**src/rtl/lcd_scan_pkg.sv**
```systemverilog
package lcd_scan_pkg;

    localparam int POS_W     = 10;
    localparam int DIV_W     = 8;
    localparam int COL_W     = 8;
    localparam int SPREAD_LO = 2;
    localparam int TALLY_W   = 32;

    typedef logic [POS_W-1:0] pos_t;
    typedef logic [COL_W-1:0] col_t;

    typedef struct packed {
        pos_t cycle;
        pos_t size;
        pos_t offset;
        pos_t sync_fall;
        pos_t sync_rise;
    } axis_cfg_t;

    typedef struct packed {
        axis_cfg_t h;
        axis_cfg_t v;
        logic      spread;
    } scan_cfg_t;

    typedef struct packed {
        logic hsync;
        logic vsync;
        logic de;
        logic spread;
        col_t r;
        col_t g;
        col_t b;
    } lane_t;

    localparam lane_t LANE_IDLE = '{hsync: 1'b1, vsync: 1'b1, de: 1'b0, spread: 1'b0,
                                    r: '0, g: '0, b: '0};

    // start <= p < start + len, evaluated one bit wider to avoid wrap
    function automatic logic in_span(pos_t p, pos_t start, pos_t len);
        logic [POS_W:0] pe;
        logic [POS_W:0] se;
        logic [POS_W:0] ee;
        pe = {1'b0, p};
        se = {1'b0, start};
        ee = se + {1'b0, len};
        return (pe >= se) && (pe < ee);
    endfunction

    function automatic logic sync_active(pos_t p, pos_t fall, pos_t rise);
        return (p >= fall) && (p < rise);
    endfunction

endpackage

```
**src/rtl/lcd_pclk_gen.sv**
```systemverilog
module lcd_pclk_gen
    import lcd_scan_pkg::*;
(
    input  logic             clk,
    input  logic             rst,
    input  logic [DIV_W-1:0] div,
    input  logic             pol,
    output logic             running,
    output logic             tick,
    output logic             pclk
);

    logic [DIV_W-1:0] phase;
    logic [DIV_W-1:0] half;

    assign running = (div != '0);
    assign tick    = running && (phase >= div - 1'b1);
    assign half    = (div >> 1) + DIV_W'(div[0]);
    assign pclk    = running ? ((phase < half) ^ pol) : 1'b0;

    always_ff @(posedge clk) begin
        if (rst || !running) begin
            phase <= '0;
        end else if (tick) begin
            phase <= '0;
        end else begin
            phase <= phase + 1'b1;
        end
    end

    // a strobe is never followed by another unless the divisor is one
    p_tick_gap_r1: assert property (@(posedge clk) disable iff (rst)
        tick |=> (!tick || div == DIV_W'(1)));

endmodule

```
**src/rtl/lcd_scan_cnt.sv**
```systemverilog
module lcd_scan_cnt
    import lcd_scan_pkg::*;
(
    input  logic               clk,
    input  logic               rst,
    input  logic               running,
    input  logic               tick,
    input  scan_cfg_t          cfg_in,
    output scan_cfg_t          cfg_q,
    output pos_t               h_pos,
    output pos_t               v_pos,
    output logic               frame_wrap,
    output logic [TALLY_W-1:0] frames
);

    logic h_last;
    logic v_last;

    assign h_last     = (h_pos == cfg_q.h.cycle - 1'b1);
    assign v_last     = (v_pos == cfg_q.v.cycle - 1'b1);
    assign frame_wrap = tick && h_last && v_last;

    always_ff @(posedge clk) begin
        if (rst || !running) begin
            h_pos <= '0;
            v_pos <= '0;
            cfg_q <= cfg_in;
        end else if (tick) begin
            if (h_last) begin
                h_pos <= '0;
                if (v_last) begin
                    v_pos <= '0;
                    cfg_q <= cfg_in;
                end else begin
                    v_pos <= v_pos + 1'b1;
                end
            end else begin
                h_pos <= h_pos + 1'b1;
            end
        end
    end

    always_ff @(posedge clk) begin
        if (rst) begin
            frames <= '0;
        end else if (frame_wrap) begin
            frames <= frames + 1'b1;
        end
    end

    p_hpos_range_r4: assert property (@(posedge clk) disable iff (rst)
        running |-> (h_pos < cfg_q.h.cycle));

    p_wrap_origin_r4: assert property (@(posedge clk) disable iff (rst)
        frame_wrap |=> (h_pos == '0 && v_pos == '0));

    p_cfg_hold_r10: assert property (@(posedge clk) disable iff (rst)
        (running && !frame_wrap) |=> $stable(cfg_q));

    p_frame_step_r11: assert property (@(posedge clk) disable iff (rst)
        frame_wrap |=> (frames == $past(frames) + 1'b1));

endmodule

```
**src/rtl/lcd_pix_pipe.sv**
```systemverilog
module lcd_pix_pipe
    import lcd_scan_pkg::*;
(
    input  logic  clk,
    input  logic  rst,
    input  logic  running,
    input  logic  tick,
    input  lane_t fetch,
    output lane_t wire_o
);

    localparam int HI = COL_W - 1;

    lane_t stage1;
    lane_t stage2;
    col_t  blue_late;

    always_ff @(posedge clk) begin
        if (rst || !running) begin
            stage1    <= LANE_IDLE;
            stage2    <= LANE_IDLE;
            blue_late <= '0;
        end else if (tick) begin
            stage1    <= fetch;
            stage2    <= stage1;
            blue_late <= stage2.b;
        end
    end

    // green, syncs and enable come from stage2; the upper red bits lead by
    // one pixel and the upper blue bits trail by one pixel in spread mode
    always_comb begin
        wire_o = stage2;
        if (stage2.spread) begin
            wire_o.r[HI:SPREAD_LO] = stage1.r[HI:SPREAD_LO];
            wire_o.b[HI:SPREAD_LO] = blue_late[HI:SPREAD_LO];
        end
    end

    p_blue_trail_r9: assert property (@(posedge clk) disable iff (rst)
        (running && tick) |=>
            (!stage2.spread || wire_o.b[HI:SPREAD_LO] == $past(stage2.b[HI:SPREAD_LO])));

endmodule

```
**src/rtl/lcd_scan_timer.sv**
```systemverilog
module lcd_scan_timer
    import lcd_scan_pkg::*;
(
    input  logic               clk,
    input  logic               rst,
    input  logic [DIV_W-1:0]   cfg_div,
    input  logic               cfg_pol,
    input  logic               cfg_spread,
    input  logic [POS_W-1:0]   cfg_hcycle,
    input  logic [POS_W-1:0]   cfg_hsize,
    input  logic [POS_W-1:0]   cfg_hoffset,
    input  logic [POS_W-1:0]   cfg_hsync_fall,
    input  logic [POS_W-1:0]   cfg_hsync_rise,
    input  logic [POS_W-1:0]   cfg_vcycle,
    input  logic [POS_W-1:0]   cfg_vsize,
    input  logic [POS_W-1:0]   cfg_voffset,
    input  logic [POS_W-1:0]   cfg_vsync_fall,
    input  logic [POS_W-1:0]   cfg_vsync_rise,
    input  logic [COL_W-1:0]   pix_r,
    input  logic [COL_W-1:0]   pix_g,
    input  logic [COL_W-1:0]   pix_b,
    output logic               pclk,
    output logic               pclk_en,
    output logic               hsync,
    output logic               vsync,
    output logic               de,
    output logic [COL_W-1:0]   lcd_r,
    output logic [COL_W-1:0]   lcd_g,
    output logic [COL_W-1:0]   lcd_b,
    output logic               pix_req,
    output logic [POS_W-1:0]   pix_x,
    output logic [POS_W-1:0]   pix_y,
    output logic [TALLY_W-1:0] frame_count,
    output logic [TALLY_W-1:0] clk_count
);

    logic      running;
    logic      tick;
    logic      frame_wrap;
    scan_cfg_t cfg_in;
    scan_cfg_t cfg_q;
    pos_t      h_pos;
    pos_t      v_pos;
    logic      h_vis;
    logic      v_vis;
    logic      vis;
    lane_t     fetch;
    lane_t     lane_out;

    always_comb begin
        cfg_in.h.cycle     = cfg_hcycle;
        cfg_in.h.size      = cfg_hsize;
        cfg_in.h.offset    = cfg_hoffset;
        cfg_in.h.sync_fall = cfg_hsync_fall;
        cfg_in.h.sync_rise = cfg_hsync_rise;
        cfg_in.v.cycle     = cfg_vcycle;
        cfg_in.v.size      = cfg_vsize;
        cfg_in.v.offset    = cfg_voffset;
        cfg_in.v.sync_fall = cfg_vsync_fall;
        cfg_in.v.sync_rise = cfg_vsync_rise;
        cfg_in.spread      = cfg_spread;
    end

    lcd_pclk_gen u_pclk (
        .clk     (clk),
        .rst     (rst),
        .div     (cfg_div),
        .pol     (cfg_pol),
        .running (running),
        .tick    (tick),
        .pclk    (pclk)
    );

    lcd_scan_cnt u_cnt (
        .clk        (clk),
        .rst        (rst),
        .running    (running),
        .tick       (tick),
        .cfg_in     (cfg_in),
        .cfg_q      (cfg_q),
        .h_pos      (h_pos),
        .v_pos      (v_pos),
        .frame_wrap (frame_wrap),
        .frames     (frame_count)
    );

    always_comb begin
        h_vis        = in_span(h_pos, cfg_q.h.offset, cfg_q.h.size);
        v_vis        = in_span(v_pos, cfg_q.v.offset, cfg_q.v.size);
        vis          = h_vis && v_vis;
        fetch.hsync  = !sync_active(h_pos, cfg_q.h.sync_fall, cfg_q.h.sync_rise);
        fetch.vsync  = !sync_active(v_pos, cfg_q.v.sync_fall, cfg_q.v.sync_rise);
        fetch.de     = vis;
        fetch.spread = cfg_q.spread;
        fetch.r      = vis ? pix_r : '0;
        fetch.g      = vis ? pix_g : '0;
        fetch.b      = vis ? pix_b : '0;
    end

    lcd_pix_pipe u_pipe (
        .clk     (clk),
        .rst     (rst),
        .running (running),
        .tick    (tick),
        .fetch   (fetch),
        .wire_o  (lane_out)
    );

    assign pclk_en = tick;
    assign hsync   = lane_out.hsync;
    assign vsync   = lane_out.vsync;
    assign de      = lane_out.de;
    assign lcd_r   = lane_out.r;
    assign lcd_g   = lane_out.g;
    assign lcd_b   = lane_out.b;
    assign pix_req = running && vis;
    assign pix_x   = pix_req ? (h_pos - cfg_q.h.offset) : '0;
    assign pix_y   = pix_req ? (v_pos - cfg_q.v.offset) : '0;

    always_ff @(posedge clk) begin
        if (rst) begin
            clk_count <= '0;
        end else begin
            clk_count <= clk_count + 1'b1;
        end
    end

    p_suspend_idle_r2: assert property (@(posedge clk) disable iff (rst)
        (cfg_div == '0) |=> (hsync && vsync && !de && lcd_g == '0 && lcd_r == '0));

    p_blank_green_r8: assert property (@(posedge clk) disable iff (rst)
        !de |-> (lcd_g == '0));

    p_tally_step_r12: assert property (@(posedge clk) disable iff (rst)
        1'b1 |=> (clk_count == $past(clk_count) + 1'b1));

endmodule

```
**config.mk**
```make
export PLATFORM = sky130hd
export DESIGN_NAME = lcd_scan_timer
export DESIGN_NICKNAME = d
export VERILOG_FILES = /design/src/rtl/lcd_scan_pkg.sv /design/src/rtl/lcd_pclk_gen.sv /design/src/rtl/lcd_scan_cnt.sv /design/src/rtl/lcd_pix_pipe.sv /design/src/rtl/lcd_scan_timer.sv
export SDC_FILE = /design/constraint.sdc
export NUM_CORES = 1
export LEC_CHECK = 0
export BUFFER_PORTS_ARGS = -buffer_cell sky130_fd_sc_hd__buf_4
export CAP_MARGIN = 20
export CORE_UTILIZATION = 57
export CTS_BUF_LIST = sky130_fd_sc_hd__clkbuf_8
export DETAILED_ROUTE_END_ITERATION = 10
export GPL_TIMING_DRIVEN = 0
export PLACE_DENSITY = 0.81
export REMOVE_ABC_BUFFERS = 1
export SYNTH_ARGS = -nofsm -noshare
export SYNTH_HDL_FRONTEND = slang
export SYNTH_HIERARCHICAL = 1
export SYNTH_SLANG_ARGS = --single-unit
```
**constraint.sdc**
```tcl
create_clock -name clk -period 17.3 [get_ports clk]
set_clock_uncertainty 0.05 [all_clocks]
set_input_delay 3.46 -clock clk [delete_from_list [all_inputs] [get_ports clk]]
set_output_delay 3.46 -clock clk [all_outputs]
set_load 0.05 [all_outputs]
```
==> impl_results.md <==
- Worst slew margin: 0.408
- Final Hold Vio Count: 0
- DRT Pass-1 Iters: 5
- Ratio of cells with drive above 1 in the final layout: 0.217
- Max Clock Freq: 0.0996 GHz
- Mapped cell area: 14300 sq um
- Vias per Instance: 5.63
- Post-CTS Setup Bufs: 0
- CP max stage delay: 0.54 ns
- DR WL/cell: 16.6 microns
- Reg clk slew, reported paths: 0.06 ns
- Ant diodes: 0
- CTS tree: done
- Die width: 160 microns
- HP Class: reg -> reg
- Pwr dens: ~78 nW/um^2
- Synth warnings: 6
- Critical-path cell list: buf_4, nor3_1, nand3_1, or3_1, xor2_1, ha_1, nand2_1, or4_4, o21ai_0, and2_4, buf_4
- Fin. max-slew vios: 0
- CTS Sinks: about 260
- First-pass GRT wire length: 54000 microns
- Arr. time, crit path: 6.53 ns
- Fin nets: 1920
- Drt total wl: 33500 microns
- 1st-iter DRT viols: about 700
- Power, Total: 0.00135 W
- Crit path max-delay cell type: and2_4
- Total gr overflow: 0
- Worst-skew pair later-pin latency: 0.54 ns
- Synth Instances: approximately 1400
- Layout area overhead: 20.0%
- Die span in y: 160 microns
- CTS Hold Buffers Added: 0
- WP data required: 13.79 ns
- Clock Path Buffers: 3
- Most frequent cells in the layout: buf_4 (249), dfxtp_1 (154), nor2_1 (142), ha_1 (121), edfxtp_1 (101)
- Max FO, Critical Path: 32
- Ports: between 200 and 300
- Unrepaired setup endpoints after global routing: no
- H-tree depth: 2
- Fillers: 1855
- CP most frequent cell: buf_4
- Gpl congestion: 0.847
- I/O Buffers: approximately 250
- # Max-Cap Violations: 0
- Tcrit/Tclk final: 0.580
- Std-Cell Rows: 57
- Worst Tran Pin Value: 0.885 ns
- Die area: 25700 sq um
- P_leak: 7.49 nW
- Vias in the first global route: 11273
- Vias post-DR: 11355
- Critical path class: in -> out
- Post-DRT Antenna Nets: 0
- Worst VDD drop: 0.0697 mV
- Outcome: complete, no violations
- Crit. End Element: output port
- Largest net degree at the start of global routing: around 70
- Most common cell after layout, fill and taps aside: buf_4
- Post_cts resized: 0
- Final setup fails: 0
- Setup TNS: 0 ns
- Startpoint types: input pin
- DP Wirelength: ~24000 microns
- DR DRC count: 0
- Initial antenna violation count: 0
- Syn Area/Cell: 10.1 sq um
- Num CTS Buffers: 43
- GRT Resource Usage Total: 0.256
- Core area: about 24000 sq um
- Crit path time final: 10.04 ns
- WHS: 0.430 ns
- Initial Util: 0.585
- Root Driver: clkbuf_8
worst max-delay path: cells and delay by family:
| family | cells | cell delay [ns] |
|---|---|---|
| compound gates | 1 | 0.17 |
| xor+xnor | 1 | 0.17 |
| fa+ha+maj | 1 | 0.30 |
| buf+inv | 2 | 0.44 |
| simple gates | 6 | 1.97 |
layer usage:
metal,part of all wire,global-route usage,vias up,wire [microns]
met2,0.48,0.433,350,16100
met4,0.031,0.0996,0,1030
met3,0.070,0.0529,73,2340
li1,-,-,5615,-
met5,0,0,-,0
met1,0.42,0.320,5317,14000
path summary, 6_finish.rpt:
path,start,to,slack (ns),cells past startpoint
worst max-delay path,cfg_div[2],pclk_en,7.26,11
worst max register to register,u_pclk/phase[3]$_SDFF_PP0_,u_cnt/cfg_q[84]$_DFFE_PP_,11.78,11
worst min register to register,u_pipe/wire_o[26]$_SDFFE_PP1P_,u_pipe/wire_o[26]$_SDFFE_PP1P_,0.43,2
worst min-delay path,u_pipe/wire_o[26]$_SDFFE_PP1P_,u_pipe/wire_o[26]$_SDFFE_PP1P_,0.43,2
layout make-up:
type                       instances  area (sq um)  area share
timing repair buffer             256          2010       0.117
clock buffer                      55           757      0.0441
inverter                          85           319      0.0186
multi-input combinational       1018          7450       0.434
tap                              324           405      0.0236
clock inverter                    25           113     0.00656
sequential                       255          6120       0.356
report_power, final:
group | switching [W] | internal [W]
registers | 0.0000140 | 0.000648
clock network | 0.000243 | 0.000287
logic | 0.0000809 | 0.0000740
registers in the layout, indices dropped and copies added (netlist names):
name / cells
clk_count: 32
u_cnt/cfg_q: 101
u_cnt/frames: 32
u_cnt/h_pos: 10
u_cnt/v_pos: 10
u_pclk/phase: 8
u_pipe/blue_late: 6
u_pipe/stage1: 28
u_pipe/stage2: 12
u_pipe/wire_o: 16
metrics by stage:
step | util | setup slack, ns | area (sq um) | cells
2_1_floorplan | - | 4.14 | 13900 | 1358
3_3_place_gp | 0.660 | 1.30 | 16100 | 1931
3_5_place_dp | 0.666 | 7.26 | 16300 | 1938
4_1_cts | 0.702 | 7.25 | 17200 | 2018
5_1_grt | 0.702 | 7.03 | 17200 | 2018
6_report | 0.702 | 7.26 | 17200 | 2018
No activity file was read; power rests on OpenSTA's default activity.
